<file path="config.mk">
export PLATFORM = sky130hd
export DESIGN_NAME = i2c_rd_master
export DESIGN_NICKNAME = d
export VERILOG_FILES = /design/src/rtl/i2c_rd_pkg.sv /design/src/rtl/i2c_rd_tick.sv /design/src/rtl/i2c_rd_len.sv /design/src/rtl/i2c_rd_ctrl.sv /design/src/rtl/i2c_rd_master.sv
export SDC_FILE = /design/constraint.sdc
export NUM_CORES = 1
export LEC_CHECK = 0
export ABC_CLOCK_PERIOD_IN_PS = 10100
export CAP_MARGIN = 20
export CORE_MARGIN = 2
export CORE_UTILIZATION = 45
export DETAILED_ROUTE_END_ITERATION = 8
export DONT_BUFFER_PORTS = 1
export GPL_TIMING_DRIVEN = 0
export PLACE_DENSITY_LB_ADDON = 0.08
export REMOVE_ABC_BUFFERS = 1
export SLEW_MARGIN = 20
export SYNTH_ARGS = -nofsm -noshare
export SYNTH_HDL_FRONTEND = slang
export SYNTH_HIERARCHICAL = 1
export SYNTH_SLANG_ARGS = --single-unit
export TNS_END_PERCENT = 1
</file>
<file path="constraint.sdc">
create_clock -name clk -period 10.1 [get_ports clk]
set_clock_uncertainty 0.15 [all_clocks]
set_input_delay 0.505 -clock clk [delete_from_list [all_inputs] [get_ports clk]]
set_output_delay 0.505 -clock clk [all_outputs]
set_load 0.05 [all_outputs]
</file>
<file path="src/rtl/i2c_rd_pkg.sv">
package i2c_rd_pkg;
  typedef enum logic [1:0] {
    CMD_AUTO = 2'd0,
    CMD_SEQ  = 2'd1,
    CMD_MAN  = 2'd2
  } cmd_e;

  typedef enum logic [2:0] {
    S_IDLE, S_START, S_ADDR, S_AACK, S_DATA, S_MACK, S_STOP, S_HOLD
  } st_e;
endpackage

</file>
<file path="src/rtl/i2c_rd_tick.sv">
module i2c_rd_tick #(
  parameter int DW = 8
) (
  input  logic          clk,
  input  logic          rst_n,
  input  logic          en,
  input  logic [DW-1:0] div,
  output logic          tick
);
  logic [DW-1:0] cnt, cnt_n;
  logic          last;

  always_comb begin
    last  = ({1'b0, cnt} + 1'b1) >= {1'b0, div};
    tick  = en && last;
    cnt_n = cnt;
    if (en) cnt_n = last ? '0 : cnt + 1'b1;
  end

  always_ff @(posedge clk or negedge rst_n) begin
    if (!rst_n) cnt <= '0;
    else        cnt <= cnt_n;
  end
endmodule

</file>
<file path="src/rtl/i2c_rd_len.sv">
module i2c_rd_len #(
  parameter int LW = 8,
  parameter int RW = 32
) (
  input  logic          clk,
  input  logic          rst_n,
  input  logic          wr,
  input  logic [RW-1:0] wdata,
  input  logic          lock,
  output logic [LW-1:0] len,
  output logic [RW-1:0] rdata
);
  logic upd;

  assign upd   = wr && !lock;
  assign rdata = {{(RW-LW){1'b0}}, len};

  always_ff @(posedge clk or negedge rst_n) begin
    if (!rst_n)   len <= '0;
    else if (upd) len <= wdata[LW-1:0];
  end

  AST_LEN_LOCKED: assert property (@(posedge clk) disable iff (!rst_n)
    (wr && lock) |=> $stable(len));
endmodule

</file>
<file path="src/rtl/i2c_rd_ctrl.sv">
module i2c_rd_ctrl
  import i2c_rd_pkg::*;
#(
  parameter int LW = 8
) (
  input  logic          clk,
  input  logic          rst_n,
  input  logic          tick,
  output logic          tick_en,
  input  logic          cmd_valid,
  input  logic [1:0]    cmd_kind,
  input  logic          cmd_stop,
  input  logic [6:0]    cmd_addr,
  input  logic [LW-1:0] len,
  input  logic          fifo_full,
  input  logic          sda_in,
  output logic          scl_oe,
  output logic          sda_oe,
  output logic          fifo_push,
  output logic [7:0]    fifo_data,
  output logic          busy,
  output logic          ev_done,
  output logic          ev_len_err,
  output logic          ev_nack
);
  st_e           st, st_n;
  logic [1:0]    q, q_n;
  logic [2:0]    bitc, bitc_n;
  logic [LW-1:0] cnt, cnt_n;
  logic [7:0]    sh, sh_n;
  logic          stop_r, stop_n;
  logic          nack_r, nack_n;
  logic          idle_like, stall, last_ack;

  assign idle_like = (st == S_IDLE) || (st == S_HOLD);
  assign stall     = (st == S_MACK) && (q == 2'd0) && fifo_full;
  assign tick_en   = !idle_like && !stall;
  assign busy      = !idle_like;
  assign fifo_push = tick && (st == S_MACK) && (q == 2'd0);
  assign fifo_data = sh;
  assign last_ack  = !((cnt == LW'(1)) && stop_r);

  // line drive, decoded from slot state and quarter
  always_comb begin
    scl_oe = 1'b0;
    sda_oe = 1'b0;
    case (st)
      S_HOLD:  scl_oe = 1'b1;
      S_START: begin scl_oe = (q == 2'd3); sda_oe = q[1]; end
      S_ADDR:  begin scl_oe = !q[1]; sda_oe = !sh[7]; end
      S_AACK,
      S_DATA:  scl_oe = !q[1];
      S_MACK:  begin scl_oe = !q[1]; sda_oe = last_ack; end
      S_STOP:  begin scl_oe = !q[1]; sda_oe = (q != 2'd3); end
      default: ;
    endcase
  end

  always_comb begin
    st_n = st; q_n = q; bitc_n = bitc; cnt_n = cnt; sh_n = sh;
    stop_n = stop_r; nack_n = nack_r;
    ev_done = 1'b0; ev_len_err = 1'b0; ev_nack = 1'b0;
    if (idle_like && cmd_valid) begin
      if ((cmd_kind != CMD_MAN) && (len == '0)) begin
        ev_len_err = 1'b1;
      end else begin
        cnt_n  = len;
        stop_n = cmd_stop;
        sh_n   = {cmd_addr, 1'b1};
        q_n    = 2'd0;
        bitc_n = 3'd0;
        nack_n = 1'b0;
        st_n   = ((cmd_kind == CMD_SEQ) && (st == S_HOLD)) ? S_DATA : S_START;
      end
    end else if (tick) begin
      q_n = q + 2'd1;
      if (q == 2'd2 && st == S_DATA) sh_n   = {sh[6:0], sda_in};
      if (q == 2'd2 && st == S_AACK) nack_n = sda_in;
      if (q == 2'd3) begin
        case (st)
          S_START: begin st_n = S_ADDR; bitc_n = 3'd0; end
          S_ADDR: begin
            sh_n = {sh[6:0], 1'b0};
            if (bitc == 3'd7) st_n = S_AACK;
            else              bitc_n = bitc + 3'd1;
          end
          S_AACK: begin
            if (nack_r)           begin st_n = S_STOP; ev_nack = 1'b1; end
            else if (cnt == '0)   begin st_n = S_HOLD; ev_done = 1'b1; end
            else                  begin st_n = S_DATA; bitc_n = 3'd0; end
          end
          S_DATA: begin
            if (bitc == 3'd7) st_n = S_MACK;
            else              bitc_n = bitc + 3'd1;
          end
          S_MACK: begin
            cnt_n = cnt - 1'b1;
            if (cnt == LW'(1)) begin
              if (stop_r) st_n = S_STOP;
              else begin st_n = S_HOLD; ev_done = 1'b1; end
            end else begin
              st_n = S_DATA; bitc_n = 3'd0;
            end
          end
          S_STOP: begin st_n = S_IDLE; ev_done = !nack_r; end
          default: ;
        endcase
      end
    end
  end

  always_ff @(posedge clk or negedge rst_n) begin
    if (!rst_n) begin
      st <= S_IDLE; q <= 2'd0; bitc <= 3'd0; cnt <= '0; sh <= '0;
      stop_r <= 1'b0; nack_r <= 1'b0;
    end else begin
      st <= st_n; q <= q_n; bitc <= bitc_n; cnt <= cnt_n; sh <= sh_n;
      stop_r <= stop_n; nack_r <= nack_n;
    end
  end

  AST_PUSH_NOT_FULL: assert property (@(posedge clk) disable iff (!rst_n)
    fifo_push |-> !fifo_full);
  AST_STALL_HOLDS: assert property (@(posedge clk) disable iff (!rst_n)
    stall |=> (st == S_MACK && q == 2'd0 && scl_oe));
  AST_LEN_ERR_NO_START: assert property (@(posedge clk) disable iff (!rst_n)
    (cmd_valid && st == S_IDLE && cmd_kind != CMD_MAN && len == '0) |=> (st == S_IDLE));
  AST_PUSH_BUDGET: assert property (@(posedge clk) disable iff (!rst_n)
    fifo_push |-> (cnt != '0));
  AST_NACK_STOPS: assert property (@(posedge clk) disable iff (!rst_n)
    ev_nack |=> (st == S_STOP));
  AST_BUSY_IGNORES: assert property (@(posedge clk) disable iff (!rst_n)
    (busy && cmd_valid && st != S_MACK) |=> $stable(cnt));
endmodule

</file>
<file path="src/rtl/i2c_rd_master.sv">
module i2c_rd_master #(
  parameter int LW = 8,
  parameter int RW = 32,
  parameter int DW = 8
) (
  input  logic          clk,
  input  logic          rst_n,
  input  logic          reg_wr,
  input  logic [RW-1:0] reg_wdata,
  output logic [RW-1:0] reg_rdata,
  input  logic          cmd_valid,
  input  logic [1:0]    cmd_kind,
  input  logic          cmd_stop,
  input  logic [6:0]    cmd_addr,
  input  logic [DW-1:0] clk_div,
  input  logic          sda_in,
  output logic          scl_oe,
  output logic          sda_oe,
  input  logic          fifo_full,
  output logic          fifo_push,
  output logic [7:0]    fifo_data,
  output logic          busy,
  input  logic [2:0]    irq_clr,
  output logic [2:0]    irq_stat
);
  logic [LW-1:0] len;
  logic          tick, tick_en;
  logic          ev_done, ev_len_err, ev_nack;
  logic [2:0]    irq_n;

  i2c_rd_len #(.LW(LW), .RW(RW)) u_len (
    .clk(clk), .rst_n(rst_n), .wr(reg_wr), .wdata(reg_wdata),
    .lock(busy), .len(len), .rdata(reg_rdata)
  );

  i2c_rd_tick #(.DW(DW)) u_tick (
    .clk(clk), .rst_n(rst_n), .en(tick_en), .div(clk_div), .tick(tick)
  );

  i2c_rd_ctrl #(.LW(LW)) u_ctrl (
    .clk(clk), .rst_n(rst_n), .tick(tick), .tick_en(tick_en),
    .cmd_valid(cmd_valid), .cmd_kind(cmd_kind), .cmd_stop(cmd_stop),
    .cmd_addr(cmd_addr), .len(len), .fifo_full(fifo_full), .sda_in(sda_in),
    .scl_oe(scl_oe), .sda_oe(sda_oe), .fifo_push(fifo_push),
    .fifo_data(fifo_data), .busy(busy), .ev_done(ev_done),
    .ev_len_err(ev_len_err), .ev_nack(ev_nack)
  );

  assign irq_n = (irq_stat & ~irq_clr) | {ev_nack, ev_len_err, ev_done};

  always_ff @(posedge clk or negedge rst_n) begin
    if (!rst_n) irq_stat <= '0;
    else        irq_stat <= irq_n;
  end

  AST_IRQ_STICKY: assert property (@(posedge clk) disable iff (!rst_n)
    (irq_stat[0] && !irq_clr[0]) |=> irq_stat[0]);
endmodule

</file>
Word-level counts from Yosys, hierarchy flattened
Index checks and enable logic that the tools add are counted.
Word-level totals
  register bits after elaboration: 45
  input bits: 59
  output and inout port bits: 47
Cells by class
  add/sub/neg operators: 5
  order comparisons: 1
  eq/ne operators: 21
  multiplexer cells: 57
  bitwise gates (word level): 4
  reduce and logical (&&, ||, !) cells: 38
Operators with widths (number)
  2-to-1 mux 8 bit: 12
  2-to-1 mux 3 bit: 16
  2-to-1 mux 1 bit: 19
  one-hot mux 3 bit (6 select lines): 1
  logical NOT 8 bit: 2
  == test 3 bit, second input constant: 5
  logical AND 1 bit: 13
  one-hot mux 3 bit (4 select lines): 1
  2-to-1 mux 2 bit: 5
  adder 8 x 1 -> 9 bit, second input constant: 1
  greater-or-equal comparator 9 x 8 -> 1 bit: 1
  inequality test 3 x 2 -> 1 bit, second input constant: 3
  adder 8 x 1 -> 8 bit, second input constant: 1
  == test 8 x 1 -> 1 bit, second input constant: 1
  AND reduction 8 bit: 1
  nonzero test 2 bit: 4
  subtractor 8 x 1 -> 8 bit, second input constant: 1
  nonzero test 7 bit: 1
  == test 3 x 2 -> 1 bit, second input constant: 2
  logical NOT 1 bit: 6
  inequality test 2 bit, second input constant: 3
  inequality test 3 bit, second input constant: 2
  one-hot mux 1 bit (3 select lines): 2
  AND reduction 6 bit: 1
  other kinds (20): 22

Logic depth before layout (Yosys ltp)
Gate-level depths: netlist of run 1.
  depth after elaboration: 9
  mapped depth: 16
  mapped depth without buffers: 14

Hierarchy
Netlist of run 1, hierarchy kept.
By module, submodules not included
  i2c_rd_ctrl: times used 1, cells an instance 210, area an instance 1808.0 um^2, sequential area each 650.6 um^2
  i2c_rd_tick: times used 1, cells an instance 77, area an instance 671.9 um^2, sequential area each 200.2 um^2
  i2c_rd_len: times used 1, cells an instance 51, area an instance 589.3 um^2, sequential area each 200.2 um^2
  i2c_rd_master: times used 1, cells an instance 9, area an instance 108.9 um^2, sequential area each 75.1 um^2

Worst setup path after synthesis of run 1
Ideal clock, no wire load.
  kind: register to register
  start point: reg u_tick.cnt[0]
  end point: reg u_ctrl.bitc[0]
  library setup time: 0.125 ns
  arrival time: 3.278 ns
  data required time: 9.825 ns
  slack: 6.547 ns
  stages on the path, launching flop included: 15
  path buffers: 1
  cell sequence: dfrtp_1 ha_1 nand3_1 nor3_1 xnor2_1 ha_1 a21o_1 a221o_1 a41oi_2 o41ai_4 and2_1 clkbuf_1 mux2_4 nand2_1 mux2_4
On the way
  longest elaborated chain between the ends: 5
Ends and longest elaborated chain
  from (decl): RTL line i2c_rd_tick.sv:10  | logic [DW-1:0] cnt, cnt_n;
  from (signal assigned): RTL line i2c_rd_tick.sv:22  | else cnt <= cnt_n;
  adder 8 x 1 -> 9 bit: RTL line i2c_rd_tick.sv:14  | last = ({1'b0, cnt} + 1'b1) >= {1'b0, div};
  greater-or-equal comparator 9 x 8 -> 1 bit: RTL line i2c_rd_tick.sv:14
  logical AND 1 bit: RTL line i2c_rd_tick.sv:15  | tick = en && last;
  named net tick: RTL line i2c_rd_master.sv:27  | logic tick, tick_en;
  nonzero test 2 bit (no line)
  AND reduction 8 bit (no line)
  to (signal assigned): RTL line i2c_rd_ctrl.sv:117  | st <= st_n; q <= q_n; bitc <= bitc_n; cnt <= cnt_n; sh <= sh_n;
  to (decl): RTL line i2c_rd_ctrl.sv:28  | logic [2:0] bitc, bitc_n;
The timed path passes the listed nets, and every way through them passes these cells.
A chain may end at the register's enable or synchronous reset.

Final worst setup path of run 1
  start point: reg u_tick.cnt[0]
  end point: out fifo_push
On the way
  longest elaborated chain between the ends: 5
Ends and longest elaborated chain
  adder 8 x 1 -> 9 bit: RTL line i2c_rd_tick.sv:14
  greater-or-equal comparator 9 x 8 -> 1 bit: RTL line i2c_rd_tick.sv:14
  logical AND 1 bit: RTL line i2c_rd_tick.sv:15
  named net tick: RTL line i2c_rd_master.sv:27
  logical AND 1 bit (2 in series): RTL line i2c_rd_ctrl.sv:39  | assign fifo_push = tick && (st == S_MACK) && (q == 2'd0);
  to (decl): RTL line i2c_rd_master.sv:20  | output logic fifo_push,
The timed path passes the listed nets, and every way through them passes these cells.

==> impl_metrics.py, run 1 <==
metrics = {
    "synthesis": {
        "avgSynthCellArea_um2": 9.16,
        "async_flop_share_pct": 100,
        "synth_warnings": 6,
        "synth-edff-count": 0,
        "synth-main-ff-cell": "dfrtp_1",
        "synth_cell_types": 61,
        "synth_area_um2": 3180,
        "syn_inst": 347,
        "yosysSeqAreaShare_pct": 35.4,
        "synth.ff_latch_count": 45,
    },
    "cells_and_area": {
        "syn_to_final_growth_pct": 2.32,
        "drive_above_1_share_pct": 9.58,
        "nNetsFinal": 409,
        "regArea_um2": 1130,
        "fin_cells": 430,
        "antenna_cells": 0,
        "multi_input_area_um2": 1750,
        "stdcell_area_um2": 3250,
        "layout_common_cells": "dfrtp_1 (45), nand2_1 (27), conb_1 (24), inv_1 (22), o21ai_0 (22)",
        "final_common_cell": "dfrtp_1",
        "fillers": 677,
    },
    "power": {
        "swShare_pct": 50.3,
        "switching_power_mw": 0.496,
        "peakVddDrop_v": 0.000159,
        "power.leakage_nw": 1.46,
        "intPower_mw": 0.491,
        "p_seq_share_pct": 45.9,
        "clkPwrFrac_pct": 14.7,
        "combPwrFrac_pct": 39.5,
        "p_per_area_nw_per_um2": 303,
    },
    "critical_path": {
        "critPathSlowestCell": "dfrtp_1",
        "worstSetupPathType": "flip-flop to output pin",
        "crit_chain": "ha_1 > nand3_1 > nor3_1 > xnor2_1 > ha_1 > a21o_1 > a221o_1 > a41oi_2 > o41ai_4 > and2_1 > and3_1",
        "critical_path_arrival_ns": 3.48,
        "crit_path_end_kind": "output pin",
        "cp-start-kind": "flip-flop",
        "required_ns": 9.45,
        "cp_top_family": "simple AND/OR/NAND/NOR gates",
        "slowest_delay_ns": 0.44,
        "critical_path.max_fanout": 9,
        "cp.depth": 11,
        "worst-r2r-cell-count": 14,
        "path_buf_inv": 0,
        "cpMostUsedCell": "ha_1",
    },
    "die": {
        "fp.dieArea_um2": 7750,
        "ioPinCount": 106,
        "die_x_um": 88.0,
        "rows": 30,
        "initial_core_util_pct": 46.5,
        "dieHeight_um": 88.0,
        "core_area_um2": 6830,
    },
    "timing": {
        "period_needed_ns": 4.14,
        "rsz0062_at_grt": "false",
        "drv_slew": 0,
        "tightest_slew_ns": 1.16,
        "whs_ns": 0.189,
        "finalSetupViolations": 0,
        "max-slew-margin-rel_pct": 24.3,
        "fmax_mhz": 242,
        "final.period_utilization_pct": 41.0,
        "setup_ws_ns": 5.96,
        "hold_viol": 0,
        "fin_setup_tns_ns": 0,
    },
    "clock_tree": {
        "path_clk_slew_ns": 0.09,
        "h-tree-depth": 2,
        "cts_sinks": 45,
        "cts_inserted_buffers": 5,
        "cts_root_buf": "clkbuf_8",
        "clock_latency_ns": 0.30,
        "cts_resized": 0,
        "cts.path.max_buffers": 2,
        "holdBufCountCts": 2,
        "cts_tree": "built",
        "post_cts_buffers": 0,
    },
    "grt": {
        "grt_antenna_before_repair": 0,
        "grt_max_degree": 46,
        "grt_use_total_pct": 18.6,
        "grt_pass1_wl_um": 11200,
        "grt_overflow_total": 0,
        "grt_pass1_vias": 2185,
    },
    "run": {
        "drv_cap": 0,
    },
    "place": {
        "gp_congestion": 0.828,
        "dpl.cell_count": 420,
        "dp_hpwl_um": 5050,
        "io_buffers": 0,
        "place_ws_ns": 6.06,
        "dpl-instance-area_um2": 3100,
    },
    "hold_path": {
        "whs_path_depth": 2,
        "worst_hold_path_type": "input port to flip-flop",
    },
    "routing": {
        "dr.first_iter.drc_count": 286,
        "first_pass_iters": 4,
        "ant_nets": 0,
        "wl_per_cell_um": 16.0,
        "vias_per_cell": 5.65,
        "routed_wl_um": 6880,
        "num_vias": 2429,
        "drc_errors": 0,
    },
    "outcome": {
        "status": "finished clean",
    },
}
==> Yosys cell counts (10+ instances only) <==
cell	count	area (µm²)
a21oi_1	13	65.1
clkbuf_1	13	48.8
ha_1	17	213
o22ai_1	13	81.3
inv_1	22	82.6
mux2_4	10	150
nor3_1	11	55.1
nand2_1	27	101
nand3_1	15	75.1
buf_4	32	240
nor2_1	10	37.5
o21ai_0	23	115
dfrtp_1	45	1130
==> through the flow <==
step | power [mW] | utilization (%)
detailed placement | 0.842 | 45.3
floorplan | 0.745 | -
global placement | 0.827 | 44.9
global route | 1.06 | 47.6
finish | 0.987 | 47.6
CTS | 0.993 | 47.6
==> per-layer routing <==
layer	track usage (%)	vias up	routed length, µm
li1	-	1177	-
met1	27.3	1148	3270
met2	27.8	98	3060
met3	4.71	6	493
met4	4.55	0	64
met5	0	-	0
==> path summary, 6_finish.rpt <==
check / from / endpoint / slack (ns)
worst max-delay path: u_tick/cnt[0] / fifo_push / 5.96
worst min-delay path: sda_in / u_ctrl/nack_r / 0.19
worst max register to register: u_tick/cnt[0] / u_ctrl/cnt[4] / 6.03
worst min register to register: u_ctrl/cnt[6] / u_ctrl/cnt[6] / 0.34
max in group asynchronous: rst_n / u_ctrl/cnt[0] / 9.05
min in group asynchronous: rst_n / u_len/len[4] / 0.54
==> cell families after synthesis <==
family	share of synthesized area (%)
adder cells (fa/ha/maj)	6.69
XOR/XNOR	1.93
AND/OR/NAND/NOR	15.7
multiplexers	5.39
other	0.118
flip-flops	35.4
AO/OA/AOI/OAI	22.1
buffers and inverters	12.6
==> cell type report <==
cell class                      count  share of cell area (%)
Clock buffer                        7                    2.65
Clock inverter                      1                   0.923
Inverter                           23                    2.65
Multi-Input combinational cell    254                    53.7
Sequential cell                    45                    34.6
Tap cell                           96                    3.69
Timing Repair Buffer                4                    1.73
==> power by group through the flow <==
stage | Clock, mW | Sequential (mW) | Combinational (mW)
2_1_floorplan | 0 | 0.428 | 0.316
3_3_place_gp | 0 | 0.455 | 0.372
3_5_place_dp | 0 | 0.455 | 0.387
4_1_cts | 0.148 | 0.453 | 0.392
5_1_grt | 0.157 | 0.468 | 0.433
6_report | 0.145 | 0.453 | 0.389
==> flip-flops by register name, summed over array words and instances, names as in the netlist <==
| register | cells |
|---|---|
| u_ctrl/st | 3 |
| u_ctrl/stop_r | 1 |
| u_len/len | 8 |
| irq_stat | 3 |
| u_ctrl/nack_r | 1 |
| u_tick/cnt | 8 |
| u_ctrl/cnt | 8 |
| u_ctrl/q | 2 |
| u_ctrl/fifo_data | 8 |
| u_ctrl/bitc | 3 |
No activity file was read; power rests on OpenSTA's default activity.
==> inputs of run 2 (changes only) <==
--- a/config.mk
+++ b/config.mk
@@ -5,7 +5,7 @@
 export SDC_FILE = /design/constraint.sdc
 export NUM_CORES = 1
 export LEC_CHECK = 0
-export ABC_CLOCK_PERIOD_IN_PS = 10100
+export ABC_CLOCK_PERIOD_IN_PS = 3750
 export CAP_MARGIN = 20
 export CORE_MARGIN = 2
 export CORE_UTILIZATION = 45
==> constraint.sdc (replaced) <==
create_clock -name clk -period 3.75 [get_ports clk]
set_clock_uncertainty 0.15 [all_clocks]
set_input_delay 0.1875 -clock clk [delete_from_list [all_inputs] [get_ports clk]]
set_output_delay 0.1875 -clock clk [all_outputs]
set_load 0.05 [all_outputs]
==> run 2 against run 1 <==
  * Global-route usage increased by 0.79 points
  * Die area unchanged
  * Critical path type is now flip-flop to flip-flop
  * Setup slack got worse by 5.8 ns
  * Wire length increased by 4.6%
  * Total power increased to 2.7 times the previous value
  * Combinational power increased to 2.8 times the previous value
  * Clock power increased to 2.7 times the previous value
==> impl_metrics.py, run 2 (synthesis gave the netlist of run 1 again) <==
metrics = {
    "die": {
        "fp.dieArea_um2": 7750,
        "ioPinCount": 106,
        "initial_core_util_pct": 46.5,
        "core_area_um2": 6830,
        "die_x_um": 88.0,
        "rows": 30,
        "dieHeight_um": 88.0,
    },
    "timing": {
        "final.period_utilization_pct": 94.9,
        "max-slew-margin-rel_pct": 24.5,
        "rsz0062_at_grt": "false",
        "period_needed_ns": 3.56,
        "hold_viol": 0,
        "tightest_slew_ns": 1.15,
        "setup_ws_ns": 0.191,
        "drv_slew": 0,
        "finalSetupViolations": 0,
        "fmax_mhz": 281,
    },
    "hold_path": {
        "worst_hold_path_type": "input port to flip-flop",
    },
    "grt": {
        "grt_antenna_before_repair": 0,
        "grt_pass1_wl_um": 11700,
        "grt_overflow_total": 0,
        "grt_max_degree": 46,
        "grt_pass1_vias": 2365,
        "grt_use_total_pct": 19.4,
    },
    "critical_path": {
        "cp-start-kind": "flip-flop",
        "required_ns": 3.79,
        "worstSetupPathType": "flip-flop to flip-flop",
        "reg2reg_slack_ns": 0.19,
        "crit_path_end_kind": "flip-flop",
        "critical_path.max_fanout": 10,
        "critical_path_arrival_ns": 3.60,
    },
    "clock_tree": {
        "cts_tree": "built",
        "path_clk_slew_ns": 0.09,
        "cts_sinks": 45,
        "cts_inserted_buffers": 5,
        "cts.path.max_buffers": 2,
        "cts_root_buf": "clkbuf_8",
        "h-tree-depth": 2,
        "clock_latency_ns": 0.30,
    },
    "power": {
        "intPower_mw": 1.36,
        "peakVddDrop_v": 0.000427,
        "p_per_area_nw_per_um2": 774,
        "clkPwrFrac_pct": 14.3,
        "switching_power_mw": 1.35,
        "swShare_pct": 49.9,
        "combPwrFrac_pct": 40.7,
        "power.leakage_nw": 1.56,
        "p_seq_share_pct": 45.0,
    },
    "cells_and_area": {
        "fin_util_pct": 51.2,
        "fillers": 659,
        "layout_common_cells": "dfrtp_1 (44), nand2_1 (27), conb_1 (24)",
        "antenna_cells": 0,
        "final_common_cell": "dfrtp_1",
        "drive_above_1_share_pct": 11.5,
        "nNetsFinal": 432,
        "syn_to_final_growth_pct": 10.2,
        "stdcell_area_um2": 3500,
        "fin_cells": 453,
    },
    "outcome": {
        "status": "finished clean",
    },
    "routing": {
        "ant_nets": 0,
        "dr.first_iter.drc_count": 208,
        "wl_per_cell_um": 15.9,
        "num_vias": 2511,
        "first_pass_iters": 4,
        "vias_per_cell": 5.54,
        "drc_errors": 0,
        "routed_wl_um": 7200,
    },
    "place": {
        "dpl.cell_count": 420,
        "io_buffers": 0,
        "dpl-instance-area_um2": 3100,
        "dp_hpwl_um": 5050,
        "place_ws_ns": -0.293,
        "gp_congestion": 0.828,
    },
    "run": {
        "drv_cap": 0,
    },
}
==> run 2: power by group through the flow <==
stage / Sequential [mW] / Combinational [mW] / Clock (mW)
after floorplan: 1.15 / 0.852 / 0
after global placement: 1.22 / 1.00 / 0
after detailed placement: 1.23 / 1.04 / 0
after CTS: 1.21 / 1.10 / 0.400
after global routing: 1.26 / 1.22 / 0.422
final: 1.22 / 1.10 / 0.388
==> run 2: final timing paths <==
check,cells past startpoint,endpoint,startpoint
worst max-delay path,13,u_ctrl/bitc[0],u_tick/cnt[1]
worst min-delay path,3,u_tick/cnt[7],fifo_full
worst max register to register,13,u_ctrl/bitc[0],u_tick/cnt[1]
worst min register to register,1,u_ctrl/cnt[6],u_ctrl/cnt[6]
max in group asynchronous,2,u_tick/cnt[2],rst_n
min in group asynchronous,2,u_len/len[4],rst_n
==> run 2: metal layers <==
metal  GRT usage [%]  up-vias  routed length, µm
met5               0        -                  0
met4            4.55        0                 67
met3            4.05        6                446
met2            30.6      104               3350
met1            27.6     1183               3340
li1                -     1218                  -
==> run 2: layout make-up <==
cell class / count / area (µm²) / share of cell area [%]
multi-input cells: 254 / 1770 / 50.5
flip-flops and latches: 45 / 1130 / 32.2
repair buffers: 27 / 282 / 8.04
well taps: 96 / 120 / 3.43
clock buffers: 7 / 86.3 / 2.47
inverters: 23 / 86.3 / 2.47
clock inverters: 1 / 30.0 / 0.858
==> run 2: metrics by stage <==
step	hold WS [ns]	setup TNS [ns]	power (mW)
floorplan	-0.258	0	2.01
global placement	-0.257	-8.35	2.23
detailed placement	-0.257	-3.72	2.27
CTS	0.0358	0	2.71
global route	0.0515	0	2.90
finish	0.0537	0	2.71
==> run 2: critical path, stage by stage (launching register included) <==
cell and delay, ns:
dfrtp_1 0.40, ha_2 0.23, nand3_1 0.13, nor3_2 0.15, xnor2_1 0.17, ha_1 0.29, a21o_1 0.17, a221o_1 0.36
a41oi_2 0.26, o41ai_4 0.13, and2_4 0.22, mux2_4 0.34, nand2_1 0.14, mux2_4 0.31
==> run 2: timing repair <==
action | 4_1_cts | 5_1_grt
hold buffers | 23 | 0
buffers inserted | 2 | 0
gates resized for setup | 6 | 4
endpoints found under the hold margin | 67 | 0
setup endpoints to repair | 24 | 20
cloned | 0 | 0
